[config.mk]
export PLATFORM = sky130hd
export DESIGN_NAME = priv_trap_unit
export DESIGN_NICKNAME = d
export VERILOG_FILES = /design/src/rtl/privtrap_pkg.sv /design/src/rtl/sys_decode.sv /design/src/rtl/trap_route.sv /design/src/rtl/csr_map.sv /design/src/rtl/priv_trap_unit.sv
export SDC_FILE = /design/constraint.sdc
export NUM_CORES = 1
export LEC_CHECK = 0
export ABC_CLOCK_PERIOD_IN_PS = 4000
export BUFFER_PORTS_ARGS = -buffer_cell sky130_fd_sc_hd__buf_2
export CAP_MARGIN = 20
export CORE_AREA = 4 4 220 222
export DETAILED_ROUTE_END_ITERATION = 10
export DIE_AREA = 0 0 224 226
export GPL_TIMING_DRIVEN = 0
export PLACE_DENSITY = 0.62
export SLEW_MARGIN = 20
export SYNTH_ARGS = -nofsm -noshare
export SYNTH_HDL_FRONTEND = slang
export SYNTH_SLANG_ARGS = --single-unit
[constraint.sdc]
create_clock -name clk -period 4 [get_ports clk]
set_input_delay 0 -clock clk [delete_from_list [all_inputs] [get_ports clk]]
set_output_delay 0 -clock clk [all_outputs]
set_load 0.02 [all_outputs]
[src/rtl/privtrap_pkg.sv]
package privtrap_pkg;

    localparam int unsigned XLEN       = 32;
    localparam int unsigned TVEC_LSB   = 2;
    localparam int unsigned ECALL_CODE = 11;

    localparam logic [1:0] LVL_U = 2'd0;
    localparam logic [1:0] LVL_S = 2'd1;
    localparam logic [1:0] LVL_M = 2'd3;

    // status word field positions
    localparam int unsigned ST_SIE  = 1;
    localparam int unsigned ST_MIE  = 3;
    localparam int unsigned ST_SPIE = 5;
    localparam int unsigned ST_MPIE = 7;
    localparam int unsigned ST_SPP  = 8;
    localparam int unsigned ST_MPPL = 11;
    localparam int unsigned ST_MPPH = 12;

    // instruction words
    localparam logic [31:0] OP_MRET  = 32'h3020_0073;
    localparam logic [31:0] OP_SRET  = 32'h1020_0073;
    localparam logic [31:0] OP_ECALL = 32'h0000_0073;

    // CSR addresses
    localparam logic [11:0] A_MSTATUS  = 12'h300;
    localparam logic [11:0] A_MEDELEG  = 12'h302;
    localparam logic [11:0] A_MIDELEG  = 12'h303;
    localparam logic [11:0] A_MTVEC    = 12'h305;
    localparam logic [11:0] A_MSCRATCH = 12'h340;
    localparam logic [11:0] A_MEPC     = 12'h341;
    localparam logic [11:0] A_MCAUSE   = 12'h342;
    localparam logic [11:0] A_MTVAL    = 12'h343;
    localparam logic [11:0] A_SSTATUS  = 12'h100;
    localparam logic [11:0] A_SIE      = 12'h104;
    localparam logic [11:0] A_STVEC    = 12'h105;
    localparam logic [11:0] A_SCNTEN   = 12'h106;
    localparam logic [11:0] A_SSCRATCH = 12'h140;
    localparam logic [11:0] A_SEPC     = 12'h141;
    localparam logic [11:0] A_SCAUSE   = 12'h142;
    localparam logic [11:0] A_STVAL    = 12'h143;
    localparam logic [11:0] A_SIP      = 12'h144;
    localparam logic [11:0] A_SATP     = 12'h180;

    typedef struct packed {
        logic                       sie;
        logic                       mie;
        logic                       spie;
        logic                       mpie;
        logic                       spp;
        logic [1:0]                 mpp;
        logic [XLEN-1:TVEC_LSB]     mtvec_base;
        logic [XLEN-1:TVEC_LSB]     stvec_base;
        logic [XLEN-1:0]            mepc;
        logic [XLEN-1:0]            sepc;
        logic [XLEN-1:0]            mcause;
        logic [XLEN-1:0]            scause;
        logic [XLEN-1:0]            mtval;
        logic [XLEN-1:0]            stval;
        logic [XLEN-1:0]            mscratch;
        logic [XLEN-1:0]            sscratch;
        logic [XLEN-1:0]            medeleg;
        logic [XLEN-1:0]            mideleg;
    } arch_t;

    typedef struct packed {
        logic [1:0]      priv;
        arch_t           arch;
        logic            redir_v;
        logic [XLEN-1:0] redir_pc;
        logic            illegal;
    } ctl_t;

    typedef enum logic [4:0] {
        CS_MSTATUS, CS_SSTATUS, CS_MEDELEG, CS_MIDELEG,
        CS_MTVEC, CS_STVEC, CS_MSCRATCH, CS_SSCRATCH,
        CS_MEPC, CS_SEPC, CS_MCAUSE, CS_SCAUSE,
        CS_MTVAL, CS_STVAL, CS_ZERO, CS_NONE
    } csr_sel_e;

    typedef enum logic [1:0] {
        SYS_NONE, SYS_MRET, SYS_SRET, SYS_ECALL
    } sys_op_e;

    function automatic logic [XLEN-1:0] pack_status(input arch_t a);
        logic [XLEN-1:0] r;
        r                  = '0;
        r[ST_SIE]          = a.sie;
        r[ST_MIE]          = a.mie;
        r[ST_SPIE]         = a.spie;
        r[ST_MPIE]         = a.mpie;
        r[ST_SPP]          = a.spp;
        r[ST_MPPH:ST_MPPL] = a.mpp;
        return r;
    endfunction

    function automatic logic [XLEN-1:0] sview_mask();
        logic [XLEN-1:0] m;
        m          = '0;
        m[ST_SIE]  = 1'b1;
        m[ST_SPIE] = 1'b1;
        m[ST_SPP]  = 1'b1;
        return m;
    endfunction

endpackage

[src/rtl/sys_decode.sv]
module sys_decode
    import privtrap_pkg::*;
(
    input  logic [XLEN-1:0] insn,
    output sys_op_e         op
);
    always_comb begin
        unique case (insn)
            OP_MRET:  op = SYS_MRET;
            OP_SRET:  op = SYS_SRET;
            OP_ECALL: op = SYS_ECALL;
            default:  op = SYS_NONE;
        endcase
    end
endmodule

[src/rtl/trap_route.sv]
module trap_route
    import privtrap_pkg::*;
#(
    parameter int unsigned CAUSE_W = 5
) (
    input  logic               is_irq,
    input  logic [CAUSE_W-1:0] cause,
    input  logic [XLEN-1:0]    exc_mask,
    input  logic [XLEN-1:0]    irq_mask,
    output logic               to_super
);
    logic [XLEN-1:0] sel_mask;

    always_comb begin
        sel_mask = is_irq ? irq_mask : exc_mask;
        to_super = sel_mask[cause];
    end
endmodule

[src/rtl/csr_map.sv]
module csr_map
    import privtrap_pkg::*;
(
    input  logic [11:0]     addr,
    input  arch_t           arch,
    output csr_sel_e        sel,
    output logic [XLEN-1:0] rdata
);
    logic [XLEN-1:0] status_w;

    always_comb begin
        status_w = pack_status(arch);
        unique case (addr)
            A_MSTATUS:  sel = CS_MSTATUS;
            A_SSTATUS:  sel = CS_SSTATUS;
            A_MEDELEG:  sel = CS_MEDELEG;
            A_MIDELEG:  sel = CS_MIDELEG;
            A_MTVEC:    sel = CS_MTVEC;
            A_STVEC:    sel = CS_STVEC;
            A_MSCRATCH: sel = CS_MSCRATCH;
            A_SSCRATCH: sel = CS_SSCRATCH;
            A_MEPC:     sel = CS_MEPC;
            A_SEPC:     sel = CS_SEPC;
            A_MCAUSE:   sel = CS_MCAUSE;
            A_SCAUSE:   sel = CS_SCAUSE;
            A_MTVAL:    sel = CS_MTVAL;
            A_STVAL:    sel = CS_STVAL;
            A_SIE, A_SCNTEN, A_SIP, A_SATP: sel = CS_ZERO;
            default:    sel = CS_NONE;
        endcase

        unique case (sel)
            CS_MSTATUS:  rdata = status_w;
            CS_SSTATUS:  rdata = status_w & sview_mask();
            CS_MEDELEG:  rdata = arch.medeleg;
            CS_MIDELEG:  rdata = arch.mideleg;
            CS_MTVEC:    rdata = {arch.mtvec_base, {TVEC_LSB{1'b0}}};
            CS_STVEC:    rdata = {arch.stvec_base, {TVEC_LSB{1'b0}}};
            CS_MSCRATCH: rdata = arch.mscratch;
            CS_SSCRATCH: rdata = arch.sscratch;
            CS_MEPC:     rdata = arch.mepc;
            CS_SEPC:     rdata = arch.sepc;
            CS_MCAUSE:   rdata = arch.mcause;
            CS_SCAUSE:   rdata = arch.scause;
            CS_MTVAL:    rdata = arch.mtval;
            CS_STVAL:    rdata = arch.stval;
            default:     rdata = '0;
        endcase
    end
endmodule

[src/rtl/priv_trap_unit.sv]
module priv_trap_unit
    import privtrap_pkg::*;
#(
    parameter logic [31:0] RESET_PC = 32'h8000_0000,
    parameter int unsigned CAUSE_W  = 5
) (
    input  logic               clk,
    input  logic               rst_n,
    input  logic               trap_valid,
    input  logic               trap_is_irq,
    input  logic [CAUSE_W-1:0] trap_cause,
    input  logic               trap_has_val,
    input  logic [31:0]        trap_val,
    input  logic [31:0]        req_pc,
    input  logic               sys_valid,
    input  logic [31:0]        sys_insn,
    input  logic               csr_en,
    input  logic               csr_we,
    input  logic [11:0]        csr_addr,
    input  logic [31:0]        csr_wdata,
    output logic [31:0]        csr_rdata,
    output logic               redirect_valid,
    output logic [31:0]        redirect_pc,
    output logic [1:0]         priv_lvl,
    output logic               illegal
);
    localparam int unsigned CODE_PAD = XLEN - 1 - CAUSE_W;

    ctl_t               q, d;
    sys_op_e            sys_op;
    csr_sel_e           csr_sel;
    logic               t_fire;
    logic               t_irq;
    logic               t_hasval;
    logic [CAUSE_W-1:0] t_cause;
    logic               to_super;
    logic [XLEN-1:0]    t_code;

    sys_decode u_dec (
        .insn (sys_insn),
        .op   (sys_op)
    );

    always_comb begin
        t_fire   = trap_valid | (sys_valid & (sys_op == SYS_ECALL));
        t_irq    = trap_valid & trap_is_irq;
        t_hasval = trap_valid & trap_has_val;
        t_cause  = trap_valid ? trap_cause : CAUSE_W'(ECALL_CODE);
        t_code   = {t_irq, {CODE_PAD{1'b0}}, t_cause};
    end

    trap_route #(.CAUSE_W(CAUSE_W)) u_route (
        .is_irq   (t_irq),
        .cause    (t_cause),
        .exc_mask (q.arch.medeleg),
        .irq_mask (q.arch.mideleg),
        .to_super (to_super)
    );

    csr_map u_map (
        .addr  (csr_addr),
        .arch  (q.arch),
        .sel   (csr_sel),
        .rdata (csr_rdata)
    );

    always_comb begin
        d         = q;
        d.redir_v = 1'b0;
        d.illegal = 1'b0;

        if (t_fire) begin
            d.redir_v = 1'b1;
            if (to_super) begin
                d.arch.scause = t_code;
                if (t_hasval) d.arch.stval = trap_val;
                d.arch.sepc   = req_pc;
                d.arch.spie   = q.arch.sie;
                d.arch.sie    = 1'b0;
                d.arch.spp    = q.priv[0];
                d.priv        = LVL_S;
                d.redir_pc    = {q.arch.stvec_base, {TVEC_LSB{1'b0}}};
            end else begin
                d.arch.mcause = t_code;
                if (t_hasval) d.arch.mtval = trap_val;
                d.arch.mepc   = req_pc;
                d.arch.mpie   = q.arch.mie;
                d.arch.mie    = 1'b0;
                d.arch.mpp    = q.priv;
                d.priv        = LVL_M;
                d.redir_pc    = {q.arch.mtvec_base, {TVEC_LSB{1'b0}}};
            end
        end else if (sys_valid && sys_op == SYS_MRET) begin
            if (q.priv != LVL_M) begin
                d.illegal = 1'b1;
            end else begin
                d.arch.mie  = q.arch.mpie;
                d.arch.mpie = 1'b1;
                d.priv      = q.arch.mpp;
                d.arch.mpp  = LVL_U;
                d.redir_v   = 1'b1;
                d.redir_pc  = q.arch.mepc;
            end
        end else if (sys_valid && sys_op == SYS_SRET) begin
            if (q.priv < LVL_S) begin
                d.illegal = 1'b1;
            end else begin
                d.arch.sie  = q.arch.spie;
                d.arch.spie = 1'b1;
                d.priv      = {1'b0, q.arch.spp};
                d.arch.spp  = 1'b0;
                d.redir_v   = 1'b1;
                d.redir_pc  = q.arch.sepc;
            end
        end else if (csr_en) begin
            if (csr_sel == CS_NONE) begin
                d.illegal = 1'b1;
            end else if (csr_we) begin
                unique case (csr_sel)
                    CS_MSTATUS: begin
                        d.arch.sie  = csr_wdata[ST_SIE];
                        d.arch.mie  = csr_wdata[ST_MIE];
                        d.arch.spie = csr_wdata[ST_SPIE];
                        d.arch.mpie = csr_wdata[ST_MPIE];
                        d.arch.spp  = csr_wdata[ST_SPP];
                        d.arch.mpp  = csr_wdata[ST_MPPH:ST_MPPL];
                    end
                    CS_SSTATUS: begin
                        d.arch.sie  = csr_wdata[ST_SIE];
                        d.arch.spie = csr_wdata[ST_SPIE];
                        d.arch.spp  = csr_wdata[ST_SPP];
                    end
                    CS_MEDELEG:  d.arch.medeleg    = csr_wdata;
                    CS_MIDELEG:  d.arch.mideleg    = csr_wdata;
                    CS_MTVEC:    d.arch.mtvec_base = csr_wdata[XLEN-1:TVEC_LSB];
                    CS_STVEC:    d.arch.stvec_base = csr_wdata[XLEN-1:TVEC_LSB];
                    CS_MSCRATCH: d.arch.mscratch   = csr_wdata;
                    CS_SSCRATCH: d.arch.sscratch   = csr_wdata;
                    CS_MEPC:     d.arch.mepc       = csr_wdata;
                    CS_SEPC:     d.arch.sepc       = csr_wdata;
                    CS_MCAUSE:   d.arch.mcause     = csr_wdata;
                    CS_SCAUSE:   d.arch.scause     = csr_wdata;
                    CS_MTVAL:    d.arch.mtval      = csr_wdata;
                    CS_STVAL:    d.arch.stval      = csr_wdata;
                    default: ;
                endcase
            end
        end
    end

    always_ff @(posedge clk) begin
        if (!rst_n) begin
            q          <= '0;
            q.priv     <= LVL_M;
            q.arch.mpp <= LVL_M;
            q.redir_pc <= RESET_PC;
        end else begin
            q <= d;
        end
    end

    assign redirect_valid = q.redir_v;
    assign redirect_pc    = q.redir_pc;
    assign priv_lvl       = q.priv;
    assign illegal        = q.illegal;

    AST_TRAP_REDIRECT: assert property (@(posedge clk) disable iff (!rst_n)
        trap_valid |=> redirect_valid && !illegal);
    AST_DELEG_TARGET: assert property (@(posedge clk) disable iff (!rst_n)
        trap_valid && to_super |=> priv_lvl == LVL_S && !q.arch.sie);
    AST_MACHINE_TARGET: assert property (@(posedge clk) disable iff (!rst_n)
        trap_valid && !to_super |=> priv_lvl == LVL_M && !q.arch.mie);
    AST_MRET_LOW: assert property (@(posedge clk) disable iff (!rst_n)
        sys_valid && sys_op == SYS_MRET && priv_lvl != LVL_M
        |=> illegal && !redirect_valid && $stable(priv_lvl));
    AST_SRET_LOW: assert property (@(posedge clk) disable iff (!rst_n)
        sys_valid && sys_op == SYS_SRET && priv_lvl == LVL_U
        |=> illegal && $stable(priv_lvl) && $stable(q.arch.sie));
    AST_SSTATUS_NARROW: assert property (@(posedge clk) disable iff (!rst_n)
        csr_en && csr_we && csr_addr == A_SSTATUS
        |=> $stable(q.arch.mie) && $stable(q.arch.mpie) && $stable(q.arch.mpp));
    AST_ONE_REQUEST: assert property (@(posedge clk) disable iff (!rst_n)
        $countones({trap_valid, sys_valid, csr_en}) <= 1);
    AST_NO_BOTH_PULSES: assert property (@(posedge clk) disable iff (!rst_n)
        !(redirect_valid && illegal));

endmodule

==> flow_summary.yaml <==
outcome:
  status: "finished, final reports clean"
clock_network:
  clk_latency_ps: 600
  tritoncts: "yes"
  cts_max_level: 2
  cts_buffers: 48
  cts-root-buf: "clkbuf_16"
  clkTransAtPathRegs_ps: 60
  cts_buffer_depth: 3
  clock-sinks: 423
  postCtsSetupRepairBufs: 0
global_routing:
  grt.busiest_layer: "met2"
  grt.met3_usage_pct: 6.27
  use_met2_pct: 54.5
  grt_util_all_layers_pct: 34.3
  gr-total-overflow: 0
  grt_max_degree: 13
  antenna_found_initial: 5
  grt_pass1_wl_mm: 131
  use_met1_pct: 46.1
  first_global_vias: 20236
yosys:
  synth.area.top_cells: "dfxtp_1 (41%), mux2i_1 (16%), nand2_1 (11%)"
  synth_cells: 2419
  ys_seq_area_share_pct: 40.8
  synth_cell_types: 73
  yosysWarnings: 0
  avgSynthCellArea_um2: 8.58
  synth_seq_cells: 423
  synth_nets: 2572
  synth_top_area_cell: "dfxtp_1"
  synth-edff-count: 0
  async_flop_share_pct: 0
  synth_top_area_share_pct: 40.8
  synth_area_um2: 20800
  synthFlopType: "dfxtp_1"
worst_setup_path:
  cp-end-kind: "output port"
  slowest_stage: "clkbuf_1"
  cp_top_family: "simple AND/OR/NAND/NOR gates"
  worst-path-stages: 10
  rr_startpoint: "q[44]"
  cp.required_ps: 4000
  crit_end: "csr_rdata[31]"
  r2r_end: "redirect_pc[24]"
  reg2reg_depth: 11
  max_stage_delay_ps: 740
  rrSetupSlack_ps: 800
  cp_max_fo: 10
  worstPathCellList: "buf_2 -> nor4_1 -> nand2_1 -> nor4_1 -> o21ai_2 -> nor2_1 -> clkbuf_1 -> a22oi_1 -> o211ai_1 -> buf_2"
  startpoint_type: "input port"
  crit_arrival_ps: 3950
  criticalPathCategory: "input port to output port"
  startpoint: "csr_addr[7]"
  critPathBufInv: 3
detailed_routing:
  route.detailed.drc: 0
  firstDrtPassIters: 9
  via_count: 20834
  wl_per_cell_um: 26.6
  initialDrtViolationCount: 2878
  ant_nets: 0
  drt_wl_total_mm: 90.3
  viasPerCell: 6.13
place:
  dp_slack_ps: 26.4
  gp_congestion: 0.998
  port_buffers: 188
  hpwlAfterDp_mm: 67.0
  dpl_cell_area_um2: 22500
worst_hold_path:
  min_path_type: "input port to flop"
  whs_path_depth: 3
floorplanning:
  start_util_pct: 44.8
  fp.dieH_um: 226
  die_w_um: 224
  dieArea_um2: 50600
  pin_count: 221
  num_rows: 79
  core_um2: 46400
timing:
  setup-violations-final: 0
  hold_viol: 0
  finalCriticalPeriod_ps: 3950
  fin_skew_ps: 22.8
  fin_crit_sh_pct: 98.8
  hold_slack_ps: 33.3
  worstMarginPinSlew_ps: 1100
  drv_slew: 0
  worst_slack_ps: 49.6
  fmax_mhz: 253
  slew_headroom_pct: 26.4
  rsz0062_at_grt: "no"
pwr:
  p_seq_share_pct: 43.7
  p_sw_share_pct: 25.4
  finalPower_mw: 9.90
  p_leak_nw: 9.80
  powerDensity_nw_per_um2: 396
  ir_drop_v: 0.000326
  combPwrFrac_pct: 9.9
  p_sw_mw: 2.51
  clock_power_share_pct: 46.4
  internal-power_mw: 7.39
layout:
  fillers: 4285
  postLayoutCellArea_um2: 25000
  layout-drive-gt1-share_pct: 15.2
  area_delta_synth_final_pct: 20.6
  final_nets: 2904
  post-route-util_pct: 54.0
run:
  drv_cap: 0
-- layer usage --
metal | part of all wire, % | vias up
li1 | - | 9281
met1 | 41 | 10095
met2 | 45 | 1208
met3 | 9.6 | 248
met4 | 4.8 | 2
met5 | 0.014 | -
-- state kept, by name, indices dropped and copies added, names as in the netlist --
register        flops
q                 387
redirect_pc        32
priv_lvl            2
illegal             1
redirect_valid      1
-- placed cells by master, fill, tap and decap left out, types with 7 or more instances in the layout --
| master | n |
|---|---|
| nor2b_1 | 14 |
| buf_1 | 12 |
| nand2_1 | 609 |
| clkbuf_1 | 143 |
| o211ai_1 | 11 |
| buf_6 | 8 |
| a22oi_1 | 72 |
| a222oi_1 | 29 |
| dfxtp_1 | 423 |
| clkbuf_8 | 9 |
| nor3_1 | 8 |
| nand3_1 | 64 |
| inv_1 | 7 |
| o2bb2ai_1 | 14 |
| clkinv_2 | 8 |
| buf_2 | 250 |
| a22o_1 | 67 |
| nand2b_1 | 9 |
| a211oi_1 | 9 |
| mux2i_1 | 326 |
| and2_1 | 12 |
| a21oi_1 | 151 |
| o21ai_0 | 25 |
| clkbuf_16 | 49 |
| buf_4 | 55 |
| nor2_1 | 94 |
| a221oi_1 | 96 |
| dlygate4sd3_1 | 93 |
-- worst min-delay path by stage --
| stage | to | start |
|---|---|---|
| finish | q[385] | csr_wdata[3] |
| global route | q[355] | csr_wdata[3] |
| CTS | q[40] | csr_wdata[6] |
| detailed placement | q[68] | csr_wdata[2] |
| global placement | q[66] | csr_wdata[0] |
| floorplan | q[354] | csr_wdata[2] |
-- power groups by stage --
stage	registers [mW]	clock network, mW	logic, mW
2_1_floorplan	4.40	0	0.545
3_3_place_gp	4.42	0	0.873
3_5_place_dp	4.42	0	0.882
4_1_cts	4.33	4.59	0.956
5_1_grt	4.33	4.73	1.02
6_report	4.33	4.60	0.978
-- tightest hold or removal path, stage by stage --
cell     delay (ps)
buf_1           350
nand2_1         160
a21oi_1          60
-- synth_stat cells (all sizes together) (4+ instances only) --
cell     number
a211oi        9
a21o          7
a21oi       152
a221o         5
a221oi       96
a222oi       29
a22o         67
a22oi        74
and2         12
buf         136
clkbuf      134
dfxtp       423
inv           8
mux2          5
mux2i       326
mux4          4
nand2       609
nand2b        9
nand3        64
nor2         97
nor2b        14
nor3         13
nor4          7
o2111ai       5
o211ai       11
o21ai        29
o2bb2ai      15
o31ai         4
o32a          4
or4           4
-- through the flow --
stage                     cells  setup TNS, ps
after floorplan            2419              0
after detailed placement   3215              0
after global placement     3214          -9900
after global routing       3396              0
after CTS                  3395              0
final                      3399              0
-- logic make-up after synthesis --
group           after synthesis  synth area share [%]
simple gates                853                  17.1
compound gates              529                  18.9
buf+inv                     278                  6.69
mux                         335                  16.4
xor+xnor                      1                0.0422
flops                       423                  40.8
-- repair_timing --
item	4_1_cts	5_1_grt
gates resized for setup	0	8
hold buffers	93	0
endpoints found under the hold margin	233	0
setup endpoints to repair	0	18
-- layout make-up --
type	count	area, um2	share of cell area (%)
multi-input combinational	1718	10900	43.6
sequential	423	8470	33.8
timing repair buffer	282	1880	7.51
clock buffer	73	1410	5.62
buffer	270	1360	5.45
tap	607	759	3.03
clock inverter	14	198	0.790
inverter	8	30.0	0.120
antenna	4	10.0	0.0400
No activity file was read; power rests on OpenSTA's default activity.
